## src/rtl/vws_pkg.sv

```systemverilog
package vws_pkg;

  typedef enum logic [1:0] {
    ST_IDLE   = 2'd0,
    ST_NCHAR  = 2'd1,
    ST_WALIGN = 2'd2,
    ST_CALIGN = 2'd3
  } stall_st_e;

endpackage

```

## src/rtl/vws_phase_gen.sv

```systemverilog
module vws_phase_gen #(
  parameter int CPU_DIV  = 3,
  parameter int WIDE_DIV = 16,
  parameter int CPU_OFS  = 0,
  parameter int WIDE_OFS = 0
) (
  input  logic clk_i,
  input  logic rst_ni,
  output logic cyc_now_o,
  output logic cyc_next_o,
  output logic wide_next_o
);

  localparam int CPU_W  = (CPU_DIV  > 1) ? $clog2(CPU_DIV)  : 1;
  localparam int WIDE_W = (WIDE_DIV > 1) ? $clog2(WIDE_DIV) : 1;
  localparam logic [CPU_W-1:0]  CPU_LAST  = CPU_W'(CPU_DIV - 1);
  localparam logic [WIDE_W-1:0] WIDE_LAST = WIDE_W'(WIDE_DIV - 1);
  localparam logic [CPU_W-1:0]  CPU_INIT  = CPU_W'(CPU_OFS % CPU_DIV);
  localparam logic [WIDE_W-1:0] WIDE_INIT = WIDE_W'(WIDE_OFS % WIDE_DIV);
  localparam bit WIDE_POW2 = ((WIDE_DIV & (WIDE_DIV - 1)) == 0);

  logic [CPU_W-1:0]  cpu_ph;
  logic [WIDE_W-1:0] wide_ph;

  // processor-cycle phase, modulo CPU_DIV
  always_ff @(posedge clk_i or negedge rst_ni) begin
    if (!rst_ni)                cpu_ph <= CPU_INIT;
    else if (cpu_ph == CPU_LAST) cpu_ph <= '0;
    else                        cpu_ph <= cpu_ph + CPU_W'(1);
  end

  // wide-character phase: natural wrap when the period is a power of two
  generate
    if (WIDE_POW2) begin : g_wide_pow2
      always_ff @(posedge clk_i or negedge rst_ni) begin
        if (!rst_ni) wide_ph <= WIDE_INIT;
        else         wide_ph <= wide_ph + WIDE_W'(1);
      end
    end else begin : g_wide_mod
      always_ff @(posedge clk_i or negedge rst_ni) begin
        if (!rst_ni)                   wide_ph <= WIDE_INIT;
        else if (wide_ph == WIDE_LAST) wide_ph <= '0;
        else                           wide_ph <= wide_ph + WIDE_W'(1);
      end
    end
  endgenerate

  assign cyc_now_o   = (cpu_ph == '0);
  assign cyc_next_o  = (cpu_ph == CPU_LAST);
  assign wide_next_o = (wide_ph == WIDE_LAST);

  p_cpu_wrap_r10: assert property (@(posedge clk_i) disable iff (!rst_ni)
    (cpu_ph == CPU_LAST) |=> (cpu_ph == '0));

  p_wide_wrap_r10: assert property (@(posedge clk_i) disable iff (!rst_ni)
    (wide_ph == WIDE_LAST) |=> (wide_ph == '0));

endmodule

```

## src/rtl/vws_stall_fsm.sv

```systemverilog
module vws_stall_fsm
  import vws_pkg::*;
#(
  parameter int NCHAR = 8
) (
  input  logic clk_i,
  input  logic rst_ni,
  input  logic req_i,
  input  logic cyc_now_i,
  input  logic cyc_next_i,
  input  logic wide_next_i,
  output logic busy_o,
  output logic start_o,
  output logic done_o
);

  localparam int EL_W = $clog2(NCHAR + 1);
  localparam logic [EL_W-1:0] EL_LAST = EL_W'(NCHAR);

  stall_st_e       state, state_nx;
  logic [EL_W-1:0] elapsed, elapsed_nx;

  assign start_o = (state == ST_IDLE) && req_i && cyc_now_i;

  // decisions look at the phase of the coming dot so that ready
  // changes exactly on the dot that qualifies
  always_comb begin
    state_nx   = state;
    elapsed_nx = elapsed;
    unique case (state)
      ST_IDLE: begin
        if (start_o) begin
          state_nx   = ST_NCHAR;
          elapsed_nx = EL_W'(1);
        end
      end
      ST_NCHAR: begin
        if (elapsed == EL_LAST) begin
          if (wide_next_i) state_nx = cyc_next_i ? ST_IDLE : ST_CALIGN;
          else             state_nx = ST_WALIGN;
        end else begin
          elapsed_nx = elapsed + EL_W'(1);
        end
      end
      ST_WALIGN: begin
        if (wide_next_i) state_nx = cyc_next_i ? ST_IDLE : ST_CALIGN;
      end
      ST_CALIGN: begin
        if (cyc_next_i) state_nx = ST_IDLE;
      end
      default: state_nx = ST_IDLE;
    endcase
  end

  always_ff @(posedge clk_i or negedge rst_ni) begin
    if (!rst_ni) begin
      state   <= ST_IDLE;
      elapsed <= '0;
    end else begin
      state   <= state_nx;
      elapsed <= elapsed_nx;
    end
  end

  assign busy_o = (state != ST_IDLE);
  assign done_o = busy_o && (state_nx == ST_IDLE);

  // a request during a stall never ends it early or restarts it
  p_busy_ignores_req_r6: assert property (@(posedge clk_i) disable iff (!rst_ni)
    (busy_o && req_i && !cyc_next_i) |=> busy_o);

  // the narrow-character stage always runs its full length first
  p_nchar_first_r4: assert property (@(posedge clk_i) disable iff (!rst_ni)
    (state == ST_NCHAR && elapsed != EL_LAST) |=> (state == ST_NCHAR));

endmodule

```

## src/rtl/vws_wait_meter.sv

```systemverilog
module vws_wait_meter #(
  parameter int LEN_W   = 4,
  parameter int MIN_LEN = 3,
  parameter int MAX_LEN = 8
) (
  input  logic             clk_i,
  input  logic             rst_ni,
  input  logic             start_i,
  input  logic             busy_i,
  input  logic             done_i,
  input  logic             cyc_next_i,
  output logic [LEN_W-1:0] wait_len_o
);

  logic [LEN_W-1:0] run_cnt;

  // counts processor boundaries crossed since the accepted request
  always_ff @(posedge clk_i or negedge rst_ni) begin
    if (!rst_ni)                    run_cnt <= '0;
    else if (start_i)               run_cnt <= '0;
    else if (busy_i && cyc_next_i)  run_cnt <= run_cnt + LEN_W'(1);
  end

  always_ff @(posedge clk_i or negedge rst_ni) begin
    if (!rst_ni)     wait_len_o <= '0;
    else if (done_i) wait_len_o <= run_cnt + LEN_W'(1);
  end

  p_len_range_r5: assert property (@(posedge clk_i) disable iff (!rst_ni)
    (wait_len_o != '0) |-> (wait_len_o >= LEN_W'(MIN_LEN) && wait_len_o <= LEN_W'(MAX_LEN)));

  p_run_cap_r4: assert property (@(posedge clk_i) disable iff (!rst_ni)
    busy_i |-> (run_cnt < LEN_W'(MAX_LEN)));

endmodule

```

## src/rtl/vram_wait_gen.sv

```systemverilog
module vram_wait_gen #(
  parameter int CPU_DIV  = 3,
  parameter int NCHAR    = 8,
  parameter int WIDE_DIV = 16,
  parameter int CPU_OFS  = 0,
  parameter int WIDE_OFS = 0,
  parameter int LEN_W    = 4
) (
  input  logic             clk_dot,
  input  logic             rst_n,
  input  logic             req_i,
  output logic             ready_o,
  output logic [LEN_W-1:0] wait_len_o
);

  localparam int MIN_LEN = (NCHAR + 1 + CPU_DIV - 1) / CPU_DIV;
  localparam int MAX_LEN = (NCHAR + WIDE_DIV + CPU_DIV - 1) / CPU_DIV;

  logic cyc_now, cyc_next, wide_next;
  logic busy, start, done;

  vws_phase_gen #(
    .CPU_DIV (CPU_DIV),
    .WIDE_DIV(WIDE_DIV),
    .CPU_OFS (CPU_OFS),
    .WIDE_OFS(WIDE_OFS)
  ) u_phase (
    .clk_i      (clk_dot),
    .rst_ni     (rst_n),
    .cyc_now_o  (cyc_now),
    .cyc_next_o (cyc_next),
    .wide_next_o(wide_next)
  );

  vws_stall_fsm #(
    .NCHAR(NCHAR)
  ) u_fsm (
    .clk_i      (clk_dot),
    .rst_ni     (rst_n),
    .req_i      (req_i),
    .cyc_now_i  (cyc_now),
    .cyc_next_i (cyc_next),
    .wide_next_i(wide_next),
    .busy_o     (busy),
    .start_o    (start),
    .done_o     (done)
  );

  vws_wait_meter #(
    .LEN_W  (LEN_W),
    .MIN_LEN(MIN_LEN),
    .MAX_LEN(MAX_LEN)
  ) u_meter (
    .clk_i     (clk_dot),
    .rst_ni    (rst_n),
    .start_i   (start),
    .busy_i    (busy),
    .done_i    (done),
    .cyc_next_i(cyc_next),
    .wait_len_o(wait_len_o)
  );

  assign ready_o = !busy;

  p_req_stalls_r2: assert property (@(posedge clk_dot) disable iff (!rst_n)
    (ready_o && req_i && cyc_now) |=> !ready_o);

  p_rise_on_edge_r8: assert property (@(posedge clk_dot) disable iff (!rst_n)
    $rose(ready_o) |-> cyc_now);

  p_off_phase_ignored_r3: assert property (@(posedge clk_dot) disable iff (!rst_n)
    (ready_o && !cyc_now) |=> ready_o);

endmodule

```

## config.mk

```make
export PLATFORM = sky130hd
export DESIGN_NAME = vram_wait_gen
export DESIGN_NICKNAME = d
export VERILOG_FILES = /design/src/rtl/vws_pkg.sv /design/src/rtl/vws_phase_gen.sv /design/src/rtl/vws_stall_fsm.sv /design/src/rtl/vws_wait_meter.sv /design/src/rtl/vram_wait_gen.sv
export SDC_FILE = /design/constraint.sdc
export NUM_CORES = 1
export LEC_CHECK = 0
export BUFFER_PORTS_ARGS = -buffer_cell sky130_fd_sc_hd__clkbuf_2
export CAP_MARGIN = 30
export CORE_AREA = 2 2 55 42
export DETAILED_ROUTE_END_ITERATION = 10
export DIE_AREA = 0 0 57 44
export GPL_TIMING_DRIVEN = 0
export HOLD_SLACK_MARGIN = 0.02
export PLACE_DENSITY = 0.66
export SLEW_MARGIN = 15
export SYNTH_ARGS = -nofsm -noshare
export SYNTH_HDL_FRONTEND = slang
export SYNTH_HIERARCHICAL = 1
export SYNTH_SLANG_ARGS = --single-unit
```

## constraint.sdc

```tcl
create_clock -name clk_dot -period 2.1 [get_ports clk_dot]
set_clock_uncertainty 0.15 [all_clocks]
set_input_delay 0 -clock clk_dot [delete_from_list [all_inputs] [get_ports clk_dot]]
set_output_delay 0 -clock clk_dot [all_outputs]
set_load 0.02 [all_outputs]
```

# After elaboration in Yosys (flattened, before gate mapping)
# Cells that the tools add are included.
dict set report op_classes {
  addsub 4
  n_eq_ne 8
  mux 13
  n_reduce_logical 12
}
# cell count
set ops {}
lappend ops {{2-to-1 mux 4 bit} 4}
lappend ops {{2-to-1 mux 2 bit} 7}
lappend ops {{adder 4 x 1 -> 4 bit, second input constant} 3}
lappend ops {{equality test 4 bit, second input constant} 2}
lappend ops {{one-hot mux 2 bit (4 select lines)} 1}
lappend ops {{one-hot mux 4 bit (2 select lines)} 1}
lappend ops {{equality test 2 bit, second input constant} 3}
lappend ops {{logical NOT 2 bit} 3}
lappend ops {{nonzero test 2 bit} 3}
lappend ops {{logical AND 1 bit} 4}
lappend ops {{!= test 2 bit, second input constant} 2}
lappend ops {{AND reduction 3 bit} 1}
lappend ops {{adder 2 x 1 -> 2 bit, second input constant} 1}
lappend ops {{equality test 2 x 1 -> 1 bit, second input constant} 1}
lappend ops {{logical NOT 1 bit} 1}
dict set report totals {
  register_bits 20
  in_bits 3
  output_inout_bits 5
  wordCells 43
}

# Longest topological paths before layout
# Gate-level depths: netlist of run 1.
dict set report depth {
  ltp_word 7
  depth_mapped 7
  ltp_nobuf 7
}

# Modules after synthesis
# Netlist of run 1, hierarchy kept.
# module instances cells_per_inst area_each_um2 seq_area_each_um2
set by_module_without_submodules {}
lappend by_module_without_submodules {vws_stall_fsm 1 35 371.6 150.1}
lappend by_module_without_submodules {vws_wait_meter 1 31 346.6 200.2}
lappend by_module_without_submodules {vws_phase_gen 1 15 217.7 150.1}
lappend by_module_without_submodules {vram_wait_gen 1 1 3.8 0.0}

# Worst setup path before layout of run 1
# OpenSTA, ideal clock, no wires.
dict set report synth_timing {
  kind {reg-to-reg}
  startpoint {register u_phase.wide_ph[0]}
  endpoint {register u_meter.wait_len_o[1]}
  setup_ps 125
  arrival_ps 1547
  t_required_ps 1825
  setup_slack_ps 278
  stages_incl_launch_ff 7
  path_buffers 0
  synth_period_minus_slack_ps 1822
  path_cell_list {dfrtp_1 -> ha_1 -> and3_2 -> o21a_2 -> a21oi_1 -> nor2b_1 -> mux2_2}
}
dict set report synth_via {
  elab_chain_cells 6
  word_cells_on_any_way 7
  cone_classes {eq/ne: 1; mux: 4; reduce/logical: 2}
}
# element line_no
set synth_lines {}
lappend synth_lines {{start: declaration} vws_phase_gen.sv:23} ;# logic [WIDE_W-1:0] wide_ph;
lappend synth_lines {{start signal: assignment} vws_phase_gen.sv:37} ;# else wide_ph <= wide_ph + WIDE_W'(1);
lappend synth_lines {{equality test 4 bit *} vws_phase_gen.sv:50} ;# assign wide_next_o = (wide_ph == WIDE_LAST);
lappend synth_lines {{via wide_next} vram_wait_gen.sv:19} ;# logic cyc_now, cyc_next, wide_next;
lappend synth_lines {{2-to-1 mux 2 bit} vws_stall_fsm.sv:39} ;# if (wide_next_i) state_nx = cyc_next_i ? ST_IDLE : ST_CALIGN;
lappend synth_lines {{2-to-1 mux 2 bit} vws_stall_fsm.sv:38} ;# if (elapsed == EL_LAST) begin
lappend synth_lines {{one-hot mux 2 bit (4 select lines) *} vws_stall_fsm.sv:30} ;# unique case (state)
lappend synth_lines {{logical NOT 2 bit *} vws_stall_fsm.sv:66} ;# assign done_o = busy_o && (state_nx == ST_IDLE);
lappend synth_lines {{logical AND 1 bit *} vws_stall_fsm.sv:66}
lappend synth_lines {{via done} vram_wait_gen.sv:20} ;# logic busy, start, done;
lappend synth_lines {{end signal: assignment} vws_wait_meter.sv:26} ;# else if (done_i) wait_len_o <= run_cnt + LEN_W'(1);
lappend synth_lines {{end: declaration} vws_wait_meter.sv:12} ;# output logic [LEN_W-1:0] wait_len_o
# Mark *: on every way through the listed nets, which the timed path passes. The rest lies on a longest branch.
# A chain may end at the register's enable or synchronous reset.

# Worst setup path in the final report of run 1
dict set report layout_timing {
  startpoint {register u_fsm.elapsed[0]}
  endpoint {register u_meter.wait_len_o[1]}
}
dict set report layout_via {
  elab_chain_cells 5
}
# element line_no
set layout_lines {}
lappend layout_lines {{start: declaration} vws_stall_fsm.sv:21} ;# logic [EL_W-1:0] elapsed, elapsed_nx;
lappend layout_lines {{start signal: assignment} vws_stall_fsm.sv:61} ;# elapsed <= elapsed_nx;
lappend layout_lines {{equality test 4 bit} vws_stall_fsm.sv:38}
lappend layout_lines {{2-to-1 mux 2 bit} vws_stall_fsm.sv:38}
lappend layout_lines {{one-hot mux 2 bit (4 select lines)} vws_stall_fsm.sv:30}
lappend layout_lines {{logical NOT 2 bit} vws_stall_fsm.sv:66}
lappend layout_lines {{logical AND 1 bit} vws_stall_fsm.sv:66}
lappend layout_lines {{via done} vram_wait_gen.sv:20}
# The timed path passes the listed nets, and every way through them passes these cells.

==> metrics.txt, run 1 <==
Port Buffers=7; Hold Path Class=in2async; layout cells sized above 1=a little over a fifth; Routed WL=~1500 µm; Worst-path clk slew=0.10 ns; YS warnings=6; PD cells=1124 mW/mm²; Core Util, Final=52.44%; Clock Latency Late Sink=slightly below 0.3 ns; Post-synth EDFFs=0; I/O Pins=8; gp weighted congestion=0.6372; worst-case vdd ir drop=0.0005370 V; Total GRT Usage=14.31%; status=finished, final reports clean; via count=604; first-iteration detailed-routing DRC count=12; Avg Cell Area, Syn=11.46 µm²; net count after synthesis=89; Async SR Flop Fraction=100.0%; sw frac=36.04%; first-pass GRT wire length=roughly 2700 µm; Leakage=0.5210 nW; Slowest cell on crit path=dfrtp_1; Syn Std Cell Area=939.7 µm²; Pint=0.7528 mW; WL/cell=around 13 µm; Max Cap Viol=0; Hold WS=0.03896 ns; post-synthesis sequential area ratio=53.26%; Comb pwr share=between 30 and 40%; register bit total from synthesis=20; Nets=just over 100; antenna violations before repair=0; CTS Buf Count=3; die area=~0.0025 mm²; cell chain of the critical path=inv_1, ha_1, and4b_1, a21oi_1, nor2b_1, mux2_2; Crit. End Element=register; Area growth syn-to-layout=11.45%; initial core utilization=47.06%; Die X=57 µm; Hold Vio Cnt, Final=0; Core ar.=0.001997 mm²; Root Buffer=clkbuf_4; Final setup viols=0; commonest cells after routing, fill and taps aside=20 x dfrtp_1, 8 x nor2_1, 7 x clkbuf_2, 7 x a21oi_1, 5 x inv_1; setup TNS=0 ns; post-CTS setup buffer count=0; Max Buffers Root-to-Sink=2; period utilization=94.36%; clock power share=15.0%; row count=14; CTS sink count=20; drt drc=0; largest net degree at the start of global routing=21; synth unique cells=28; vias in the first global route=592; most common cell after layout, fill and taps aside=dfrtp_1; net load switching power=0.4242 mW; Critical Setup Path Class=reg2reg; max_slew headroom=67.10%; CP max stage delay=0.44 ns; GR Overflow Total=0; Design Power=1.177 mW; clock period minus worst slack=a little under 2 ns; First-pass DRT Iterations=4; Sequential Power Share=about half; post-CTS sizing=0; Worst-Margin Slew=0.4936 ns; top_reg_cell synth=dfrtp_1; remaining antenna violation count=0; post-synthesis instance total=82; max-slew violation count=0; Die Y=44 µm; H-tree levels=1; Peak Freq=between 0.5 and 0.6 GHz; vias per cell=5.119; RSZ-0062 raised after global routing=no; post-detail-place hpwl=1130 µm; worst path arrival time=approximately 2.0 ns; crit-path max FO=6; Worst EP required=2.14 ns; startpoint types=register; CTS tree=yes; antenna fix cells=0
==> layout make-up <==
| cell class | instances | area (µm²) |
|---|---|---|
| multi-input combinational | 56 | 416.7 |
| inverter | 6 | 22.52 |
| clock buffer | 3 | 22.52 |
| timing repair buffer | 9 | 55.05 |
| fill | 202 | 949.7 |
| tap | 24 | 30.03 |
| sequential | 20 | 500.5 |
==> power groups by stage <==
stage | combinational (mW) | sequential (mW) | clock [mW]
CTS | 0.412 | 0.594 | 0.189
detailed placement | 0.406 | 0.603 | 0
finish | 0.407 | 0.593 | 0.177
global route | 0.455 | 0.612 | 0.204
global placement | 0.395 | 0.595 | 0
floorplan | 0.264 | 0.626 | 0
==> metrics by stage <==
| step | setup slack, ns | instance area [µm²] | cells |
|---|---|---|---|
| 6_report | 0.1185 | 1047 | 118 |
| 5_1_grt | 0.005228 | 1047 | 118 |
| 4_1_cts | 0.1214 | 1047 | 118 |
| 3_5_place_dp | 0.1354 | 1005 | 113 |
| 3_3_place_gp | 0.1415 | 1005 | 113 |
| 2_1_floorplan | 0.2779 | 939.7 | 82 |
==> state kept, by name (all words and copies together) (netlist names) <==
name                cells
u_phase/cpu_ph          2
u_fsm/elapsed           4
u_fsm/state             2
u_phase/wide_ph         4
u_meter/wait_len_o      4
u_meter/run_cnt         4
==> cell families after synthesis <==
group           count (synthesis)  synth area share (%)
xor+xnor                        6                 5.593
mux                             6                 7.057
simple gates                   29                 19.58
buf+inv                         6                 2.397
flops                          20                 53.26
fa+ha+maj                       4                 5.326
compound gates                 11                 6.791
==> synth_stat cells (2+ instances only) <==
library cell  instances  area share, %
dfrtp_1              20             53
nor2_1                8            3.2
a21oi_1               7            3.7
inv_1                 5            2.0
ha_1                  4            5.3
mux2i_1               4            4.3
nand2_1               4            1.6
xor2_1                4            3.7
nand3_1               3            1.6
nor2b_1               3            2.0
nand3_2               2            2.1
xnor2_1               2            1.9
==> path summary, 6_finish.rpt <==
check / startpoint / end / slack [ns] / depth (start not counted)
max: u_fsm/elapsed[0] / u_meter/wait_len_o[1] / 0.12 / 6
max reg2reg: u_fsm/elapsed[0] / u_meter/wait_len_o[1] / 0.12 / 6
min reg2reg: u_phase/cpu_ph[1] / u_phase/cpu_ph[1] / 0.30 / 1
max in group asynchronous: rst_n / u_meter/wait_len_o[0] / 1.43 / 2
min: rst_n / u_phase/wide_ph[3] / 0.04 / 2
min in group clk_dot: u_phase/cpu_ph[1] / u_phase/cpu_ph[1] / 0.30 / 1
==> worst max-delay path: cells and delay by family (launching register included) <==
family | cells | cell delay [ns]
AOI/OAI and AO/OA | 1 | 0.07
and+or+nand+nor | 2 | 0.58
adders and majority gates | 1 | 0.17
buffers and inverters | 1 | 0.08
muxes | 1 | 0.38
DFF | 1 | 0.44
==> timing repair <==
| item | in CTS | in global routing |
|---|---|---|
| hold buffers | 2 | 0 |
| hold endpoints to repair | 27 | 0 |
| endpoints found under the setup margin | 0 | 0 |
==> layer usage <==
layer / track usage, % / routed length, µm
met5: 0 / 0
met3: 6.567 / 70
met1: 18.32 / 756
met4: 2.791 / 0
met2: 22.76 / 703
Note: power is estimated with default switching activity, not from simulation.
==> run 2, diff against run 1 <==
--- a/config.mk
+++ b/config.mk
@@ -5,11 +5,12 @@
 export SDC_FILE = /design/constraint.sdc
 export NUM_CORES = 1
 export LEC_CHECK = 0
+export ABC_CLOCK_PERIOD_IN_PS = 2100
 export BUFFER_PORTS_ARGS = -buffer_cell sky130_fd_sc_hd__clkbuf_2
 export CAP_MARGIN = 30
-export CORE_AREA = 2 2 55 42
+export CORE_AREA = 2 2 47 49
 export DETAILED_ROUTE_END_ITERATION = 10
-export DIE_AREA = 0 0 57 44
+export DIE_AREA = 0 0 49 51
 export GPL_TIMING_DRIVEN = 0
 export HOLD_SLACK_MARGIN = 0.02
 export PLACE_DENSITY = 0.66
==> metrics.txt, run 2 (synthesized netlist as in run 1, its figures left out) <==
H-tree levels=1 (unchanged); clock power share=23.9% (+8.9 points); GR Overflow Total=0 (unchanged); Sequential Power Share=45.3% (-5.1 points); clock period minus worst slack=1.931 ns (-0.05013 ns); sw frac=32.91% (-3.1 points); Routed WL=1450 µm (-5.2%); Core ar.=0.002063 mm² (+3.3%); Area growth syn-to-layout=15.45%; Max Cap Viol=0 (unchanged); R2R Path Start=u_fsm/elapsed[0]; row count=17 (+3); R2R Setup Slk=0.17 ns (+0.05 ns); drt drc=0 (unchanged); largest net degree at the start of global routing=21 (unchanged); gp weighted congestion=0.7758 (+22%); vias per cell=4.886 (-4.5%); die area=0.002499 mm² (-0.36%); Comb pwr share=30.8% (-3.8 points); layout cells sized above 1=23.16% (+1.9 points); fillers=200 (-0.99%); first-pass GRT wire length=2470 µm (-7.2%); post-CTS setup buffer count=0 (unchanged); RSZ-0062 raised after global routing=no; Port Buffers=7 (unchanged); Hold Vio Cnt, Final=0 (unchanged); Max Buffers Root-to-Sink=2 (unchanged); vias in the first global route=542 (-8.4%); I/O Pins=8 (unchanged); period utilization=91.97% (-2.4 points); CTS tree=yes; Clock Latency Late Sink=0.30 ns (about the same); Hold Path Class=in2async; Worst EP required=2.14 ns (about the same); Crit. End Element=register; most common cell after layout, fill and taps aside=dfrtp_1; antenna violations before repair=0 (unchanged); worst r2r dst=u_meter/wait_len_o[1]; CTS sink count=20 (unchanged); Worst-Margin Slew=0.4930 ns (-0.0005716 ns); worst path arrival time=1.97 ns (-0.05 ns); max-slew violation count=0 (unchanged); initial core utilization=45.54% (-1.5 points); max_slew headroom=67.13% (about the same); remaining antenna violation count=0 (unchanged); Peak Freq=0.5178 GHz (+2.6%); Die Y=51 µm (+16%); WL/cell=11.79 µm (-9.0%); Leakage=0.5351 nW (+2.7%); PD cells=1207 mW/mm² (+7.4%); Die X=49 µm (-14%); net load switching power=0.4307 mW (+1.5%); Root Buffer=clkbuf_4; first-iteration detailed-routing DRC count=8 (-4); Final setup viols=0 (unchanged); cells on worst reg2reg path=6 (unchanged); dpl ws=0.05456 ns (-0.08088 ns); crit-path max FO=6 (unchanged); CTS Buf Count=3 (unchanged); First-pass DRT Iterations=4 (unchanged); commonest cells after routing, fill and taps aside=20 x dfrtp_1, 8 x nor2_1, 7 x clkbuf_2, 7 x a21oi_1, 5 x inv_1; Critical Setup Path Class=reg2reg; setup TNS=0 ns (unchanged); Total GRT Usage=13.24% (-1.1 points); status=finished, final reports clean; final setup margin=0.1686 ns (+0.05013 ns); Nets=103 (unchanged); via count=601 (-0.50%); antenna fix cells=0 (unchanged); Pint=0.8782 mW (+17%); startpoint types=register; post-detail-place hpwl=1014 µm (-10%); worst-case vdd ir drop=0.0006586 V (+23%); Worst-path clk slew=0.12 ns (+0.02 ns)
==> run 2: changes by cell type in the layout (fill, tap and decap cells not counted) <==
cell | previous run | this run
nor2b_1 | 3 | 2
nor2b_2 | 0 | 1
bufinv_16 | 0 | 1
==> run 2: cell type report <==
class | count | area [µm²] | area share [%]
Clock inverter | 1 | 30.03 | 2.768
Timing Repair Buffer | 9 | 55.05 | 5.075
Clock buffer | 3 | 22.52 | 2.076
Inverter | 6 | 22.52 | 2.076
Tap cell | 28 | 35.03 | 3.230
Multi-Input combinational cell | 56 | 419.2 | 38.64
Sequential cell | 20 | 500.5 | 46.14
==> run 2: power by group through the flow <==
stage               clock network [mW]  registers [mW]  logic [mW]
floorplan                            0           0.626       0.264
CTS                              0.321           0.591       0.409
global route                     0.341           0.605       0.452
global placement                     0           0.594       0.392
finish                           0.313           0.592       0.404
detailed placement                   0           0.598       0.403
==> run 2: timing repair <==
item	4_1_cts	5_1_grt
hold endpoints to repair	27	0
hold buffers	2	0
endpoints found under the setup margin	0	1
resized for setup	0	1
==> run 2: worst max-delay path by stage <==
| stage | end | slack [ns] | from |
|---|---|---|---|
| finish | u_meter/wait_len_o[1] | 0.17 | u_fsm/elapsed[0] |
| global route | u_meter/wait_len_o[1] | 0.08 | u_fsm/elapsed[0] |
| CTS | u_meter/wait_len_o[1] | 0.04 | u_fsm/elapsed[0] |
| detailed placement | u_meter/wait_len_o[1] | 0.05 | u_phase/wide_ph[0] |
| global placement | u_meter/wait_len_o[1] | 0.08 | u_phase/wide_ph[0] |
| floorplan | u_meter/wait_len_o[1] | 0.28 | u_phase/wide_ph[0] |
==> run 2: worst max-delay path: stages (launching register included) <==
cell	delay (ns)
dfrtp_1	0.44
inv_1	0.08
ha_1	0.17
and4b_1	0.24
a21oi_1	0.09
nor2b_2	0.28
mux2_2	0.37
==> run 2: routing by layer <==
metal / share of wire, % / track usage (%)
met5: 0 / 0
met3: 1.7 / 2.632
met4: 0.97 / 7.143
met1: 51 / 18.70
met2: 47 / 19.18
==> run 2: through the flow <==
stage          util, %  area, µm²  hold WS (ns)  power [mW]  std cells
5_1_grt          52.58       1085       0.07635       1.397        123
4_1_cts          52.46       1082       0.03143       1.321        123
3_3_place_gp     48.94       1010       -0.1637      0.9859        117
2_1_floorplan        -      939.7       -0.4456      0.8900         82
6_report         52.58       1085       0.03300       1.309        123
3_5_place_dp     48.94       1010       -0.1678       1.001        117
==> run 3, diff against run 2 <==
--- a/config.mk
+++ b/config.mk
@@ -5,7 +5,7 @@
 export SDC_FILE = /design/constraint.sdc
 export NUM_CORES = 1
 export LEC_CHECK = 0
-export ABC_CLOCK_PERIOD_IN_PS = 2100
+export ABC_CLOCK_PERIOD_IN_PS = 1600
 export BUFFER_PORTS_ARGS = -buffer_cell sky130_fd_sc_hd__clkbuf_2
 export CAP_MARGIN = 30
 export CORE_AREA = 2 2 47 49
@@ -13,7 +13,7 @@
 export DIE_AREA = 0 0 49 51
 export GPL_TIMING_DRIVEN = 0
 export HOLD_SLACK_MARGIN = 0.02
-export PLACE_DENSITY = 0.66
+export PLACE_DENSITY = 0.68
 export SLEW_MARGIN = 15
 export SYNTH_ARGS = -nofsm -noshare
 export SYNTH_HDL_FRONTEND = slang
==> constraint.sdc (replaced) <==
create_clock -name clk_dot -period 1.6 [get_ports clk_dot]
set_clock_uncertainty 0.15 [all_clocks]
set_input_delay 0 -clock clk_dot [delete_from_list [all_inputs] [get_ports clk_dot]]
set_output_delay 0 -clock clk_dot [all_outputs]
set_load 0.02 [all_outputs]
==> metrics.txt, run 3 (synthesized netlist as in run 1, its figures left out) <==
Core ar.=0.002063 mm² (unchanged); Hold WS=0.02489 ns (-0.008120 ns); Die Y=51 µm (unchanged); Core Util, Final=58.70% (+6.1 points); antenna fix cells=0 (unchanged); CTS sink count=20 (unchanged); max_slew headroom=67.51% (+0.38 points); first-pass GRT wire length=2835 µm (+15%); H-tree levels=1 (unchanged); first-iteration detailed-routing DRC count=5 (-3); die area=0.002499 mm² (unchanged); failing checks=setup timing; Clock Latency Late Sink=0.30 ns (about the same); Leakage=0.5837 nW (+9.1%); max-slew violation count=0 (unchanged); Total GRT Usage=15.36% (+2.1 points); startpoint types=register; worst-case vdd ir drop=0.0006791 V (+3.1%); sw frac=36.37% (+3.5 points); Final Cell Area=0.001211 mm² (+12%); CTS Buf Count=3 (unchanged); PD cells=1367 mW/mm² (+13%); Hold Path Class=in2async; gp weighted congestion=0.6455 (-17%); Max Buffers Root-to-Sink=2 (unchanged); Peak Freq=0.5903 GHz (+14%); Worst EP required=1.65 ns (-0.49 ns); Root Buffer=clkbuf_4; I/O Pins=8 (unchanged); initial core utilization=45.54% (unchanged); remaining antenna violation count=0 (unchanged); Routed WL=1702 µm (+17%); Worst-path clk slew=0.10 ns (-0.02 ns); status=finished, violations left; Area growth syn-to-layout=28.89%; largest net degree at the start of global routing=21 (unchanged); GR Overflow Total=0 (unchanged); antenna violations before repair=0 (unchanged); Max Cap Viol=0 (unchanged); drt drc=0 (unchanged); commonest cells after routing, fill and taps aside=20 x dfrtp_1, 12 x buf_4, 7 x clkbuf_2; WL/cell=12.70 µm (+7.7%); crit-path max FO=4 (-2); Critical Setup Path Class=reg2reg; Port Buffers=7 (unchanged); Comb pwr share=38.4% (+7.6 points); vias per cell=4.918 (+0.65%); CTS tree=yes; setup TNS=-0.2443 ns (-0.2443 ns); most common cell after layout, fill and taps aside=dfrtp_1; post-detail-place hpwl=1030 µm (+1.6%); Final setup viols=4 (+4); Worst-Margin Slew=0.4874 ns (-0.005629 ns); Sequential Power Share=47.3% (+2.0 points); Crit. End Element=register; Pint=1.054 mW (+20%); RSZ-0062 raised after global routing=yes; Nets=115 (+12%); layout cells sized above 1=40.57% (+17 points); net load switching power=0.6022 mW (+40%); final setup margin=-0.09391 ns (-0.2625 ns); period utilization=105.9% (+14 points); clock period minus worst slack=1.694 ns (-0.2375 ns); row count=17 (unchanged); via count=659 (+9.7%); worst path arrival time=1.74 ns (-0.23 ns); Hold Vio Cnt, Final=0 (unchanged); placed inst area=0.001031 mm² (+2.1%); clock power share=14.3% (-9.6 points); Die X=49 µm (unchanged); vias in the first global route=645 (+19%); First-pass DRT Iterations=4 (unchanged)
[run 3: what timing repair did]
action | in CTS | in global routing
pin swaps | 2 | 3
setup endpoints to repair | 5 | 5
gates resized for setup | 4 | 9
hold buffers | 2 | 0
setup buffers | 9 | 3
hold endpoints to repair | 27 | 0
[run 3: through the flow]
step / instances / setup slack, ns / power (mW)
after detailed placement: 117 / -0.1484 / 1.330
after floorplan: 82 / -0.09078 / 1.178
after global placement: 117 / -0.1487 / 1.312
after global routing: 134 / -0.1320 / 1.775
final: 134 / -0.09391 / 1.656
after CTS: 131 / -0.08371 / 1.613
[run 3: area by class of cell]
class                      count  area (µm²)
fill                         182       852.1
sequential                    20       500.5
multi-input combinational     56       485.5
timing repair buffer          21       145.1
tap                           28       35.03
clock buffer                   3       22.52
inverter                       6       22.52
[run 3: worst paths after layout]
kind / from / end / slack [ns] / cells past startpoint
worst max-delay path: u_phase/wide_ph[0] / u_meter/wait_len_o[1] / -0.09 / 6
worst min-delay path: rst_n / u_fsm/elapsed[3] / 0.02 / 2
worst max register to register: u_phase/wide_ph[0] / u_meter/wait_len_o[1] / -0.09 / 6
worst min register to register: u_phase/cpu_ph[1] / u_phase/cpu_ph[1] / 0.33 / 1
max in group asynchronous: rst_n / u_meter/run_cnt[3] / 0.95 / 2
min in group clk_dot: u_phase/cpu_ph[1] / u_phase/cpu_ph[1] / 0.33 / 1
[run 3: per-layer routing]
layer  vias up  track usage (%)  routed length, µm  share of wire, %
li1        329                -                  -                 -
met1       316            19.66                806                47
met2         9            24.20                811                48
met3         5            1.754                 35               2.1
met4         0            11.43                 48               2.8
met5         -                0                  0                 0
[run 3: worst max-delay path, stage by stage, from the launching register on]
cell and delay, ns:
dfrtp_1 0.41, ha_2 0.18, and3_4 0.16, o21a_4 0.20
a21oi_4 0.13, nor2b_4 0.07, mux2_4 0.29
[run 3: power by group through the flow]
| stage | Combinational (mW) | Sequential (mW) | Clock (mW) |
|---|---|---|---|
| 6_report | 0.636 | 0.784 | 0.236 |
| 5_1_grt | 0.712 | 0.806 | 0.257 |
| 4_1_cts | 0.598 | 0.769 | 0.246 |
| 3_5_place_dp | 0.541 | 0.789 | 0 |
| 3_3_place_gp | 0.530 | 0.782 | 0 |
| 2_1_floorplan | 0.356 | 0.822 | 0 |
